### src/rtl/pcicfg_pkg.sv
package pcicfg_pkg;

  typedef enum logic [2:0] {
    ST_IDLE,
    ST_CHECK,
    ST_SETCFG,
    ST_ACCESS,
    ST_WAITACK,
    ST_RESTORE,
    ST_DONE
  } seqState_t;

  // strobes from the sequencer to the datapath
  typedef struct packed {
    logic latchReq;
    logic setCfg;
    logic restoreCfg;
    logic capResp;
    logic capAbort;
    logic hostWr;
  } dpStrobe_t;

  // decoded facts about the latched request, back to the sequencer
  typedef struct packed {
    logic notFound;
    logic isType1;
  } dpFlags_t;

  localparam logic [1:0]  SZ_BYTE   = 2'd0;
  localparam logic [1:0]  SZ_WORD   = 2'd1;
  localparam logic [31:0] CYC_MASK  = 32'hC000_0000;
  localparam logic [31:0] CYC_TYPE1 = 32'h4000_0000;

endpackage

### src/rtl/pcicfg_ctrl.sv
module pcicfg_ctrl
  import pcicfg_pkg::*;
#(
  parameter int TIMEOUT = 64
) (
  input  logic      clk,
  input  logic      rstN,
  input  logic      reqValid,
  input  logic      hostCtrlWe,
  input  dpFlags_t  flags,
  input  logic      mReady,
  input  logic      mAck,
  output dpStrobe_t strobe,
  output logic      busy,
  output logic      doneValid,
  output logic      mValid
);

  localparam int CNT_W = $clog2(TIMEOUT + 1);
  localparam logic [CNT_W-1:0] CNT_LAST = CNT_W'(TIMEOUT - 1);

  seqState_t state, nextState;
  logic [CNT_W-1:0] tmoCnt;
  logic tmoHit;
  seqState_t afterXfer;

  assign tmoHit    = (tmoCnt == CNT_LAST);
  assign afterXfer = flags.isType1 ? ST_RESTORE : ST_DONE;

  always_comb begin
    strobe    = '0;
    nextState = state;
    unique case (state)
      ST_IDLE: begin
        strobe.hostWr = hostCtrlWe;
        if (reqValid) begin
          strobe.latchReq = 1'b1;
          nextState       = ST_CHECK;
        end
      end
      ST_CHECK: begin
        if (flags.notFound)     nextState = ST_DONE;
        else if (flags.isType1) nextState = ST_SETCFG;
        else                    nextState = ST_ACCESS;
      end
      ST_SETCFG: begin
        strobe.setCfg = 1'b1;
        nextState     = ST_ACCESS;
      end
      ST_ACCESS: begin
        if (mReady) nextState = ST_WAITACK;
        else if (tmoHit) begin
          strobe.capAbort = 1'b1;
          nextState       = afterXfer;
        end
      end
      ST_WAITACK: begin
        if (mAck) begin
          strobe.capResp = 1'b1;
          nextState      = afterXfer;
        end else if (tmoHit) begin
          strobe.capAbort = 1'b1;
          nextState       = afterXfer;
        end
      end
      ST_RESTORE: begin
        strobe.restoreCfg = 1'b1;
        nextState         = ST_DONE;
      end
      ST_DONE:  nextState = ST_IDLE;
      default:  nextState = ST_IDLE;
    endcase
  end

  always_ff @(posedge clk) begin
    if (!rstN) begin
      state  <= ST_IDLE;
      tmoCnt <= '0;
    end else begin
      state <= nextState;
      if (state == ST_ACCESS || state == ST_WAITACK) tmoCnt <= tmoCnt + 1'b1;
      else                                           tmoCnt <= '0;
    end
  end

  assign busy      = (state != ST_IDLE);
  assign doneValid = (state == ST_DONE);
  assign mValid    = (state == ST_ACCESS);

endmodule

### src/rtl/pcicfg_dp.sv
module pcicfg_dp
  import pcicfg_pkg::*;
#(
  parameter int                ADDR_W   = 40,
  parameter logic [ADDR_W-1:0] CFG_BASE = '0,
  parameter int                MAX_DEV  = 8
) (
  input  logic              clk,
  input  logic              rstN,
  input  dpStrobe_t         strobe,
  input  logic [7:0]        reqBus,
  input  logic [7:0]        reqDevFn,
  input  logic [7:0]        reqOffset,
  input  logic [1:0]        reqSize,
  input  logic              reqWrite,
  input  logic [31:0]       reqWdata,
  input  logic [31:0]       hostCtrlData,
  input  logic              mErr,
  input  logic [31:0]       mRdata,
  output dpFlags_t          flags,
  output logic [31:0]       cfgCtrl,
  output logic [ADDR_W-1:0] mAddr,
  output logic              mWrite,
  output logic [31:0]       mWdata,
  output logic              doneNotFound,
  output logic [31:0]       doneRdata
);

  localparam int PAD_W = ADDR_W - 32;

  logic [7:0]  rBus, rDevFn, rOff;
  logic [1:0]  rSize;
  logic        rWrite;
  logic [31:0] rWdata;
  logic [31:0] savedCtrl;

  logic [31:0]       cfgAddr;
  logic [ADDR_W-1:0] sizeCode;
  logic [31:0]       sizeMask;
  logic [4:0]        laneShift;
  logic [31:0]       rdSource;

  // target decode
  assign flags.isType1  = (rBus != 8'd0);
  assign flags.notFound = !flags.isType1 && (int'(rDevFn[7:3]) > MAX_DEV);

  always_comb begin
    if (flags.isType1) cfgAddr = {8'd0, rBus, rDevFn, rOff};
    else               cfgAddr = (32'h800 << rDevFn[7:3]) | {21'd0, rDevFn[2:0], rOff};
  end

  // size code, width mask and lane shift
  always_comb begin
    unique case (rSize)
      SZ_BYTE: begin sizeCode = ADDR_W'(8'h00); sizeMask = 32'h0000_00FF; end
      SZ_WORD: begin sizeCode = ADDR_W'(8'h08); sizeMask = 32'h0000_FFFF; end
      default: begin sizeCode = ADDR_W'(8'h18); sizeMask = 32'hFFFF_FFFF; end
    endcase
    laneShift = rSize[1] ? 5'd0 : {rOff[1:0], 3'b000};
  end

  assign mAddr  = ({{PAD_W{1'b0}}, cfgAddr} << 5) + sizeCode + CFG_BASE;
  assign mWrite = rWrite;
  assign mWdata = (rWdata & sizeMask) << laneShift;

  assign rdSource = (strobe.capAbort || mErr) ? 32'hFFFF_FFFF : mRdata;
  assign doneNotFound = flags.notFound;

  always_ff @(posedge clk) begin
    if (!rstN) begin
      rBus      <= '0;
      rDevFn    <= '0;
      rOff      <= '0;
      rSize     <= '0;
      rWrite    <= 1'b0;
      rWdata    <= '0;
      cfgCtrl   <= '0;
      savedCtrl <= '0;
      doneRdata <= '0;
    end else begin
      if (strobe.latchReq) begin
        rBus      <= reqBus;
        rDevFn    <= reqDevFn;
        rOff      <= reqOffset;
        rSize     <= reqSize;
        rWrite    <= reqWrite;
        rWdata    <= reqWdata;
        doneRdata <= '0;
      end
      if (strobe.hostWr) cfgCtrl <= hostCtrlData;
      if (strobe.setCfg) begin
        savedCtrl <= cfgCtrl & ~CYC_MASK;
        cfgCtrl   <= (cfgCtrl & ~CYC_MASK) | CYC_TYPE1;
      end
      if (strobe.restoreCfg) cfgCtrl <= savedCtrl;
      if ((strobe.capResp || strobe.capAbort) && !rWrite)
        doneRdata <= (rdSource >> laneShift) & sizeMask;
    end
  end

endmodule

### src/rtl/pcicfg_seq.sv
module pcicfg_seq
  import pcicfg_pkg::*;
#(
  parameter int                ADDR_W   = 40,
  parameter logic [ADDR_W-1:0] CFG_BASE = 40'h80_0000_0000,
  parameter int                MAX_DEV  = 8,
  parameter int                TIMEOUT  = 64
) (
  input  logic              clk,
  input  logic              rstN,
  input  logic              reqValid,
  input  logic [7:0]        reqBus,
  input  logic [7:0]        reqDevFn,
  input  logic [7:0]        reqOffset,
  input  logic [1:0]        reqSize,
  input  logic              reqWrite,
  input  logic [31:0]       reqWdata,
  output logic              busy,
  output logic              doneValid,
  output logic              doneNotFound,
  output logic [31:0]       doneRdata,
  input  logic              hostCtrlWe,
  input  logic [31:0]       hostCtrlData,
  output logic [31:0]       cfgCtrl,
  output logic              mValid,
  output logic              mWrite,
  output logic [ADDR_W-1:0] mAddr,
  output logic [31:0]       mWdata,
  input  logic              mReady,
  input  logic              mAck,
  input  logic              mErr,
  input  logic [31:0]       mRdata
);

  dpStrobe_t strobe;
  dpFlags_t  flags;

  pcicfg_ctrl #(.TIMEOUT(TIMEOUT)) u_ctrl (
    .clk(clk), .rstN(rstN), .reqValid(reqValid), .hostCtrlWe(hostCtrlWe),
    .flags(flags), .mReady(mReady), .mAck(mAck), .strobe(strobe),
    .busy(busy), .doneValid(doneValid), .mValid(mValid)
  );

  pcicfg_dp #(.ADDR_W(ADDR_W), .CFG_BASE(CFG_BASE), .MAX_DEV(MAX_DEV)) u_dp (
    .clk(clk), .rstN(rstN), .strobe(strobe),
    .reqBus(reqBus), .reqDevFn(reqDevFn), .reqOffset(reqOffset),
    .reqSize(reqSize), .reqWrite(reqWrite), .reqWdata(reqWdata),
    .hostCtrlData(hostCtrlData), .mErr(mErr), .mRdata(mRdata),
    .flags(flags), .cfgCtrl(cfgCtrl), .mAddr(mAddr), .mWrite(mWrite),
    .mWdata(mWdata), .doneNotFound(doneNotFound), .doneRdata(doneRdata)
  );

endmodule

### config.mk
export PLATFORM = sky130hd
export DESIGN_NAME = pcicfg_seq
export DESIGN_NICKNAME = d
export VERILOG_FILES = /design/src/rtl/pcicfg_pkg.sv /design/src/rtl/pcicfg_ctrl.sv /design/src/rtl/pcicfg_dp.sv /design/src/rtl/pcicfg_seq.sv
export SDC_FILE = /design/constraint.sdc
export NUM_CORES = 1
export LEC_CHECK = 0
export BUFFER_PORTS_ARGS = -buffer_cell sky130_fd_sc_hd__buf_2
export CAP_MARGIN = 5
export CORE_MARGIN = 2
export CORE_UTILIZATION = 50
export DETAILED_ROUTE_END_ITERATION = 8
export PLACE_DENSITY = 0.8
export SYNTH_ARGS = -nofsm -noshare
export SYNTH_HDL_FRONTEND = slang
export SYNTH_SLANG_ARGS = --single-unit
### constraint.sdc
create_clock -name clk -period 2.7 [get_ports clk]
set_input_delay 0.405 -clock clk [delete_from_list [all_inputs] [get_ports clk]]
set_output_delay 0.405 -clock clk [all_outputs]
set_load 0.01 [all_outputs]
# Word-level counts from Yosys, hierarchy flattened
# Cells that the tools add are included.
dict set report totals {
  elab_cells 77
  register_bits 163
  out_inout_bits 141
  inputBits 130
}
dict set report op_classes {
  n_reduce_logical 16
  bitwise_logic 3
  shift 3
  muxes 29
  eq_ne 10
  order_cmp 1
  addsub 3
}
# operator count
set op_table {}
lappend op_table {{two-way mux 32 bit} 7}
lappend op_table {{bitwise AND 32 bit} 2}
lappend op_table {{case mux 32 bit (2 select lines)} 1}
lappend op_table {{adder 40 bit, second input constant} 1}
lappend op_table {{adder 37 x 5 -> 38 bit} 1}
lappend op_table {{bitwise OR 32 x 11 -> 32 bit} 1}
lappend op_table {{left shift 12 x 5 -> 32 bit, first input constant} 1}
lappend op_table {{left shift 32 x 5 -> 32 bit} 1}
lappend op_table {{right shift 32 x 5 -> 32 bit} 1}
lappend op_table {{case mux 3 bit (6 select lines)} 1}
lappend op_table {{two-way mux 3 bit} 5}
lappend op_table {{two-way mux 1 bit} 11}
lappend op_table {{case mux 5 bit (2 select lines)} 1}
lappend op_table {{equality test 3 bit, second input constant} 3}
lappend op_table {{nonzero test 8 bit} 1}
lappend op_table {{adder 7 x 1 -> 7 bit, second input constant} 1}
lappend op_table {{equality test 7 x 6 -> 1 bit, second input constant} 1}
lappend op_table {{equality test 3 x 2 -> 1 bit, second input constant} 2}
lappend op_table {{nonzero test 3 bit} 2}
lappend op_table {{> comparator 5 x 4 -> 1 bit, second input constant} 1}
lappend op_table {{two-way mux 5 bit} 1}
lappend op_table {{inequality test 2 bit, second input constant} 2}
lappend op_table {{AND reduction 2 bit} 2}
lappend op_table {{nonzero test 2 bit} 2}
lappend op_table {{other kinds (9)} 13}

# Depth between registers and ports, before layout
# Gate-level depths: netlist (run 1).
dict set report logic_depth {
  ltp_word 9
  ltp_mapped 8
  depth_no_buf 5
}

# Hierarchy
# A second synthesis (run 1) with hierarchy kept.
dict set report hier_totals {
  cells_unflattened 860
  hier_area_um2 7865.0
}
# module area_each_um2 n_inst cells_each
set modules_own_cells {}
lappend modules_own_cells {pcicfg_dp 7290.7 1 788}
lappend modules_own_cells {pcicfg_ctrl 574.3 1 72}

# Worst setup path after synthesis (run 1)
# Ideal clock, no wire load.
dict set report synth_timing {
  path_type {register -> output}
  start {register u_dp.rBus[3]}
  end {output port mAddr[28]}
  t_arrival_ps 1806
  path_buffers 1
  path_stages_with_launch 6
  t_required_ps 2295
  path_slack_ps 489
  cell_sequence {dfxtp_1 -> or4_1 -> or2_2 -> clkbuf_1 -> nor3b_1 -> a21o_1}
}
dict set report synth_via {
  elab_chain_cells 4
}
# item line
set synth_lines {}
lappend synth_lines {{start: declaration} pcicfg_dp.sv:31} ;# logic [7:0] rBus, rDevFn, rOff;
lappend synth_lines {{start signal: assignment} pcicfg_dp.sv:82} ;# rBus <= reqBus;
lappend synth_lines {{nonzero test 8 bit} pcicfg_dp.sv:44} ;# assign flags.isType1 = (rBus != 8'd0);
lappend synth_lines {{two-way mux 32 bit (*)} pcicfg_dp.sv:48} ;# if (flags.isType1) cfgAddr = {8'd0, rBus, rDevFn, rOff};
lappend synth_lines {{adder 37 x 5 -> 38 bit (*)} pcicfg_dp.sv:62} ;# assign mAddr = ({{PAD_W{1'b0}}, cfgAddr} << 5) + sizeCode + CFG_BASE;
lappend synth_lines {{adder 40 bit (*)} pcicfg_dp.sv:62}
lappend synth_lines {{end: declaration} pcicfg_seq.sv:27} ;# output logic [ADDR_W-1:0] mAddr,
# Every way passes the cells marked *; elsewhere a longest branch is shown, timed or not.

# Worst setup path after layout (run 1)
dict set report layout_timing {
  start {register u_dp.rBus[3]}
  end {output port mAddr[27]}
}
# Same word-level chain as after synthesis.

==> metrics.txt, run 1 <==
TritonCTS clock tree=yes; Ys Warns=0; grt ovf=0; Bufs and invs on worst path=1; largest net degree at the start of global routing=129; CP Capture Point=mAddr[27]; PortBufs=264; Die H=128 µm; Max stage delay on crit path=0.61 ns; Avg Synthesized Cell Area=8.27 µm²; Distinct cells, synth=62; Setup Viol. Count Final=0; DR vias=7585; FFs w/ async S/R, synth=0; Mapped Cells=934; wire per inst=16.5 µm; Slew @ Worst Pin=1.19 ns; Cell Area, Synth=7730 µm²; vias per std cell=5.61; #FFs+latches synth=163; R2R depth=5; multi-input logic area=4080 µm²; Placeable Area=15100 µm²; hpwl dp=15300 µm; first-pass GRT wire length=35300 µm; I/O pin count=271; status=finished clean; CTS root buf=clkbuf_16; setup TNS=0 ns; Worst setup EP type=output port; R2R Setup Slk=0.39 ns; Num CTS Buffers=17; Worst-Skew Late Latency=0.43 ns; gr usage total=0.267; Crit path depth=4; delay-heaviest family, CP=simple AND/OR/NAND/NOR gates; Final Wtd Congestion=0.900; antenna violations before repair=0; RR Startpoint=u_ctrl.state[0]; Max-cap violations=0; most common cell after layout, fill and taps aside=buf_2; critical path class=register to output port; # rows=45; Post-synth EDFFs=0; Hold-fix buffers, CTS=0; Initial Utilization=0.510; Data arrival, critical path=2.19 ns; slowest cell on the critical path=or4_1; DRT Pass-1 Iters=8; drt drc=0; crit-path max FO=4; share of cells above drive strength 1=0.294; Main synth FF type=dfxtp_1; Core Util, Final=0.643; Worst R2R End=u_dp.doneRdata[13]; Period minus WS final=2.59 ns; worst setup path startpoint=u_dp.rBus[3]; crit-path cells=or4_1 > or3_1 > o21bai_1 > buf_2; Max Slew Vio Count=0; Hold Path Stages=3; total power divided by cell area=646 nW/µm²; final hold vios=0; Hold WS=0.219 ns; Yosys top cell by area=dfxtp_1; Hold WC Path Type=primary input to register; clk sinks=163; number of global-route vias before repair=7016; die area=16500 µm²; Fmax=0.386 GHz; FF+latch area=3260 µm²; share of the synthesized area in the top cell type=0.422; Reg clk slew, reported paths=0.07 ns; maximum vdd ir drop=0.000408 V; n_diodes=0; Final ANT Viol Nets=0; WL final=22300 µm; die width=128 µm; most frequent cells in the layout=264 x buf_2, 211 x nand2_1, 163 x dfxtp_1, 91 x a21boi_0, 70 x nor2_1; nets=1283; Leak Pwr=4.32 nW; relative slew slack=0.204; clock tree buffer depth=2; WP data required=2.30 ns; H-tree depth=4; Filler Cell Count=1300; final worst-path cycle share=0.959; area grow syn2layout=26.1%; Worst Skew=0.00779 ns; Synth area leaders=dfxtp_1 42%, nand2_1 10%, a21boi_0 8.8%, nor2_1 3.5%, a221oi_1 3.4%; initial drt markers=745; RSZ-0062 raised after global routing=false; register area share after synthesis=0.422; startpoint types=register
[per-layer routing]
| layer | GRT usage | share of wire | vias up |
|---|---|---|---|
| li1 | - | - | 3693 |
| met1 | 0.350 | 0.42 | 3508 |
| met2 | 0.424 | 0.47 | 331 |
| met3 | 0.0584 | 0.076 | 53 |
| met4 | 0.118 | 0.031 | 0 |
| met5 | 0 | 0 | - |
[flip-flops by register name, indices dropped and copies added (netlist names)]
signal / cells
u_dp.savedCtrl: 30
u_dp.rBus: 8
u_dp.mWrite: 1
u_dp.rWdata: 32
u_dp.cfgCtrl: 32
u_dp.rOff: 8
u_dp.rDevFn: 8
u_dp.doneRdata: 32
u_dp.rSize: 2
u_ctrl.state: 3
u_ctrl.tmoCnt: 7
[stage by stage]
| step | std cells | total power, mW | setup slack, ns | area [µm²] |
|---|---|---|---|---|
| 3_3_place_gp | 1321 | 3.90 | 0.409 | 9150 |
| 3_5_place_dp | 1321 | 3.93 | 0.403 | 9150 |
| 2_1_floorplan | 938 | 3.46 | 0.489 | 7740 |
| 6_report | 1353 | 6.30 | 0.109 | 9750 |
| 5_1_grt | 1353 | 6.61 | 0.0336 | 9750 |
| 4_1_cts | 1353 | 6.34 | 0.0475 | 9740 |
[tightest hold or removal path, cell delays in order]
cell      delay, ns
buf_2          0.09
nand2_1        0.04
a21boi_0       0.06
[report_power, final]
part | internal [mW] | total (mW) | switching, mW
registers | 2.56 | 2.70 | 0.133
logic | 0.494 | 1.19 | 0.698
clock network | 1.38 | 2.41 | 1.03
[Yosys cell counts (all sizes together), types with 10 or more instances]
library cell / n
o211ai: 10
o21ai: 17
a211oi: 14
o2bb2ai: 21
inv: 10
buf: 25
and3b: 16
nor3: 16
a21boi: 91
a221oi: 30
nor2: 73
and2: 11
dfxtp: 163
a21oi: 11
clkbuf: 69
nand2: 211
nor3b: 35
[repair_timing]
item	in CTS	in global routing
setup endpoints to repair	2	3
setup buffers	0	0
resized for setup	1	2
[how the worst min path moves through the flow]
| stage | startpoint | to | slack [ns] |
|---|---|---|---|
| 2_1_floorplan | u_ctrl.tmoCnt[0] | u_ctrl.tmoCnt[0] | 0.41 |
| 3_3_place_gp | u_ctrl.tmoCnt[0] | u_ctrl.tmoCnt[0] | 0.43 |
| 3_5_place_dp | u_ctrl.tmoCnt[0] | u_ctrl.tmoCnt[0] | 0.43 |
| 4_1_cts | reqWdata[29] | u_dp.rWdata[29] | 0.21 |
| 5_1_grt | reqOffset[4] | u_dp.rOff[4] | 0.22 |
| 6_report | reqWdata[29] | u_dp.rWdata[29] | 0.22 |
[final cells by class]
class                           count  area share
Clock buffer                       18      0.0440
Multi-Input combinational cell    671       0.419
Timing Repair Buffer              289       0.159
Tap cell                          188      0.0241
Inverter                           10     0.00385
Sequential cell                   163       0.335
Clock inverter                     14      0.0157
[cells by family (layout without fill, tap and decap cells)]
family | count (synthesis) | in the layout | share of synthesized area
AND/OR/NAND/NOR | 404 | 404 | 0.248
AO/OA/AOI/OAI | 245 | 245 | 0.246
flip-flops | 163 | 163 | 0.422
buffers and inverters | 104 | 331 | 0.0575
multiplexers | 11 | 11 | 0.0194
XOR/XNOR | 4 | 4 | 0.00453
other | 2 | 6 | 0.000972
adder cells (fa/ha/maj) | 1 | 1 | 0.00162
Power figures use the tool's default switching activity.
==> run 2, diff against run 1 <==
Settings changed: CORE_MARGIN 2 to unset, CORE_UTILIZATION 50 to 35, PLACE_DENSITY 0.8 to 0.59.
==> run 2 against run 1 <==
Setup slack got worse by 0.0045 ns. Worst hold slack improved by 0.0054 ns. Critical path type unchanged. Sequential share of layout area fell by 0.52 points. Fmax fell by 0.17%. Clock skew rose by 0.0039 ns. Cell area rose by 1.6%. Via count fell by 1.4%. Die area rose by 38%. Clock-buffer cell count fell by 1. Total power rose by 2.3%. Critical endpoint is now mAddr[28]. Register-to-register slack barely moved. First-iteration DRC count fell by 44%. Largest power group unchanged.
==> metrics.txt, run 2 (synthesized netlist as in run 1, its figures left out) <==
status=finished clean; most common cell after layout, fill and taps aside=buf_2; grt ovf=0; critical path class=register to output port; Filler Cell Count=2209; Comb power frac=0.185; fin cells=1447; Max-cap violations=0; Hold WC Path Type=primary input to register; Int Pwr=4.46 mW; startpoint types=register; drt drc=0; Setup Viol. Count Final=0; I/O pin count=271; setup TNS=0 ns; relative slew slack=0.364; Final Wtd Congestion=0.889; routed wire length on met2=11400 µm; placed cells=1413; # rows=54; Sw Share=0.308; Slew @ Worst Pin=0.950 ns; Leak Pwr=4.33 nW; met1 wire length=10800 µm; metal3 WL=1270 µm; Hold Path Stages=3; sequential share of power=0.418; number of global-route vias before repair=6868; Worst setup EP type=output port; gr usage total=0.207; DRT Pass-1 Iters=6; antenna violations before repair=2; WP data required=2.30 ns; largest net degree at the start of global routing=73; Reg clk slew, reported paths=0.07 ns; Worst-Skew Late Latency=0.42 ns; most frequent cells in the layout=263 x buf_2, 211 x nand2_1, 163 x dfxtp_1, 91 x a21boi_0, 70 x nor2_1; final worst-path cycle share=0.961; WL final=23800 µm; maximum vdd ir drop=0.000359 V; largest registers=u_dp.cfgCtrl: 32 flops, u_dp.doneRdata: 32 flops, u_dp.rWdata: 32 flops; TritonCTS clock tree=yes; Num CTS Buffers=17; Data arrival, critical path=2.19 ns; R2R depth=6; clock power share=0.397; PortBufs=264; final hold vios=0; crit-path max FO=12; hpwl dp=16600 µm; Fmax=0.385 GHz; die width=151 µm; initial drt markers=420; top metal layer carrying routed signals=met4; area grow syn2layout=28.1%; share of cells above drive strength 1=0.296; vias per std cell=5.17; Period minus WS final=2.60 ns; die area=22700 µm²; Initial Utilization=0.355; nets=1283; Placeable Area=21800 µm²; Worst Skew=0.0117 ns; first-pass GRT wire length=36700 µm; wire per inst=16.5 µm; switching power=1.98 mW; Final ANT Viol Nets=0; clk sinks=163; Max Slew Vio Count=0; DR vias=7477; Die H=151 µm; H-tree depth=4; clock tree buffer depth=2; CTS root buf=clkbuf_16; RSZ-0062 raised after global routing=false; total power divided by cell area=651 nW/µm²
## run 2: repair_timing
action / in CTS / in global routing
setup buffers: 0 / 0
endpoints found under the setup margin: 2 / 4
hold endpoints to repair: 0 / 0
gates resized for setup: 1 / 3
hold buffers: 0 / 0
## run 2: layout make-up
cell class                 instances  area [µm²]  area share
antenna                            2        5.00    0.000505
clock buffer                      17         425      0.0430
clock inverter                    15         194      0.0196
inverter                          10        37.5     0.00379
multi-input combinational        671        4090       0.413
sequential                       163        3260       0.330
tap                              280         350      0.0354
timing repair buffer             289        1540       0.155
## run 2: worst paths after layout
kind                    startpoint                end  slack [ns]
hold reg to reg   u_ctrl.tmoCnt[0]   u_ctrl.tmoCnt[0]        0.45
hold / removal        reqWdata[13]    u_dp.rWdata[13]        0.22
setup / recovery      u_dp.rBus[3]          mAddr[28]        0.10
setup reg to reg   u_ctrl.state[0]  u_dp.doneRdata[3]        0.40
## run 2: routing by layer
| layer | up-vias | GRT usage |
|---|---|---|
| li1 | 3704 | - |
| met1 | 3492 | 0.270 |
| met2 | 248 | 0.340 |
| met3 | 33 | 0.0345 |
| met4 | 0 | 0.0815 |
| met5 | - | 0 |
## run 2: metrics by stage
stage | util | cell area, µm² | setup WS [ns] | hold WS [ns] | power (mW)
floorplan | - | 7740 | 0.489 | 0.413 | 3.46
CTS | 0.454 | 9880 | 0.0429 | 0.204 | 6.50
detailed placement | 0.426 | 9260 | 0.401 | 0.438 | 3.94
finish | 0.455 | 9900 | 0.105 | 0.224 | 6.44
global route | 0.455 | 9900 | 0.0255 | 0.214 | 6.76
global placement | 0.426 | 9260 | 0.428 | 0.426 | 3.92
## run 2: power groups by stage
stage / Combinational, mW / Clock, mW / Sequential, mW
6_report: 1.19 / 2.56 / 2.70
5_1_grt: 1.33 / 2.71 / 2.72
4_1_cts: 1.20 / 2.61 / 2.69
3_5_place_dp: 1.19 / 0 / 2.75
3_3_place_gp: 1.18 / 0 / 2.74
2_1_floorplan: 0.729 / 0 / 2.74
## run 2: worst max-delay path, stage by stage (launching register included)
cell and delay (ns):
dfxtp_1 0.32, or4_1 0.60, or2_4 0.35, nor3b_2 0.22, a21o_1 0.15, buf_2 0.12
==> run 3, diff against run 2 <==
Settings changed: CORE_UTILIZATION 35 to 45, PLACE_DENSITY 0.59 to 0.73, SYNTH_HIERARCHICAL set to 1.
==> run 3 against run 2 <==
Clock power is 7% lower. Clock-buffer cell count stayed put. Die area is 21% lower. Critical endpoint is now mWdata[23].
==> metrics.txt, run 3 <==
# rows=47; Post-synth EDFFs=0; hpwl dp=14700 µm; die area=18000 µm²; vias per std cell=5.21; Hold WS=0.221 ns; most frequent cell after synthesis=dfxtp_1; RR Startpoint=u_ctrl/state[2]; Worst-Skew Late Latency=0.42 ns; R2R Setup Slk=0.35 ns; register area share after synthesis=0.415; FF+latch area=3260 µm²; Slew @ Worst Pin=0.667 ns; Post-synth top cells=163 x dfxtp_1, 123 x mux2i_1, 94 x nor2b_1, 86 x nand2_1, 54 x o21ai_0; PostCTS Resize Cnt=0; clock power share=0.369; PortBufs=264; largest registers=u_dp/cfgCtrl: 32 flops, u_dp/doneRdata: 32 flops, u_dp/rWdata: 32 flops; total power divided by cell area=648 nW/µm²; final hold vios=0; Yosys top cell by area=dfxtp_1; clock tree buffer depth=2; Leak Pwr=4.41 nW; Fmax=0.406 GHz; Hold-fix buffers, CTS=0; Avg Synthesized Cell Area=9.15 µm²; buffer count from post-CTS setup fixing=0; relative slew slack=0.554; antenna violations before repair=3; Main synth FF type=dfxtp_1; Ys Warns=6; Reg clk slew, reported paths=0.07 ns; Hold WC Path Type=primary input to register; WL final=20700 µm; Int Pwr=4.44 mW; drt drc=0; largest family of logic cells by synthesized area=simple AND/OR/NAND/NOR gates; Placeable Area=16800 µm²; setup TNS=0 ns; Worst R2R End=u_dp/doneRdata[1]; most frequent cells in the layout=263 x buf_2, 163 x dfxtp_1, 123 x mux2i_1, 93 x nor2b_1, 86 x nand2_1; Distinct cells, synth=63; Final Wtd Congestion=0.874; DRT Pass-1 Iters=7; Synth Area in Simple Gates=0.223; FFs w/ async S/R, synth=0; die width=134 µm; RSZ-0062 raised after global routing=false; Max-cap violations=0; multiplexer share of the synthesized area=0.171; first-pass GRT wire length=32600 µm; share of cells above drive strength 1=0.312; startpoint types=register; final worst-path cycle share=0.912; grt ovf=0; Synth Area in XOR/XNOR=0.00445; status=finished clean; Worst setup EP type=output port; Final WS setup=0.237 ns; Filler Cell Count=1519; Num CTS Buffers=17; Finished Cell Area=9910 µm²; switching power=1.98 mW; Die H=134 µm; Max Slew Vio Count=0; multi-input logic area=4190 µm²; adder-cell share of the synthesized area=0.00159; Hold Path Stages=3; crit-path max FO=13; Final ANT Viol Nets=0; H-tree depth=4; Overall Power=6.42 mW; Comb power frac=0.210; post-synthesis compound-gate area fraction=0.127; nets=1225; Hold Path Sink=u_dp/cfgCtrl[30]; wire per inst=15.6 µm; dpl cell area=9320 µm²; Setup Viol. Count Final=0; critical path class=register to output port; sequential share of power=0.421; Synth area leaders=dfxtp_1 41%, mux2i_1 16%, nor2b_1 7.5%, nand2_1 4.1%, and2_1 3.9%; clk sinks=163; Initial Utilization=0.468; CTS root buf=clkbuf_16; initial drt markers=487; most common cell after layout, fill and taps aside=buf_2; I/O pin count=271; R2R depth=7; area grow syn2layout=26.0%; Worst Hold Launch=hostCtrlData[30]; Data arrival, critical path=2.06 ns; gr usage total=0.227; TritonCTS clock tree=yes; share of the synthesized area in the top cell type=0.415; Mapped Cells=860; WP data required=2.30 ns; Worst Skew=0.0110 ns; Sw Share=0.308; Cell Area, Synth=7870 µm²; Period minus WS final=2.46 ns; dpl ws=0.414 ns; number of global-route vias before repair=6478; #FFs+latches synth=163; largest net degree at the start of global routing=65; DR vias=6935; maximum vdd ir drop=0.000438 V
-- run 3: cell count changes in the layout (fill, tap and decap cells not counted), sizes merged, moves of 13 or more --
cell	previous run	this run
nor3b	35	3
nand2	211	86
a21boi	91	16
o2bb2ai	21	5
nor2b	7	95
o21ai	17	56
and2	11	49
and3b	16	3
a211oi	14	1
a221oi	30	0
mux2i	6	123
nor2	73	38
-- run 3: how the worst max path moves through the flow --
stage                    startpoint                end  slack [ns]  depth (start not counted)
finish                u_dp/rSize[1]         mWdata[23]        0.24                          6
detailed placement  u_ctrl/state[2]  u_dp/doneRdata[1]        0.41                          7
floorplan           u_ctrl/state[2]  u_dp/doneRdata[0]        0.65                         11
CTS                   u_dp/rSize[1]         mWdata[23]        0.24                          6
global placement    u_ctrl/state[2]  u_dp/doneRdata[6]        0.47                          7
global route          u_dp/rSize[1]         mWdata[20]        0.09                          5
-- run 3: cell type report --
type	count	area share
Antenna cell	3	0.000758
Clock inverter	15	0.0162
Clock buffer	17	0.0429
Sequential cell	163	0.329
Multi-Input combinational cell	607	0.423
Inverter	15	0.00568
Timing Repair Buffer	290	0.155
Tap cell	220	0.0278
-- run 3: worst max-delay path: stages, from the launching register on --
cell and delay (ns):
dfxtp_1 0.53, buf_4 0.27, nor3b_1 0.07, buf_4 0.17
a222oi_1 0.36, inv_1 0.08, buf_2 0.16
-- run 3: cell families (layout without fill, tap and decap cells) --
group,count (synthesis),in the layout
AOI/OAI and AO/OA,145,145
xor gates and xnor gates,4,4
adders and majority gates,1,1
buffers and inverters,94,337
DFF,163,163
muxes,128,128
other,2,9
and+or+nand+nor,323,323
-- run 3: per-stage QoR --
step | util | instances
detailed placement | 0.554 | 1295
finish | 0.589 | 1330
global route | 0.589 | 1330
CTS | 0.589 | 1327
global placement | 0.554 | 1295
floorplan | - | 864
-- run 3: power groups by stage --
stage	clock, mW	sequential [mW]	combinational, mW
2_1_floorplan	0	2.74	0.917
3_3_place_gp	0	2.75	1.33
3_5_place_dp	0	2.75	1.35
4_1_cts	2.42	2.70	1.35
5_1_grt	2.52	2.73	1.47
6_report	2.37	2.70	1.35
-- run 3: layer usage --
metal  global-route usage  part of all wire  wire (µm)  vias to the layer above
met5                    0                 0          0                        -
met4               0.0874             0.016        340                        0
met3               0.0574             0.070       1440                       25
met2                0.373              0.48      10000                      249
met1                0.285              0.43       8920                     3251
li1                     -                 -          -                     3410
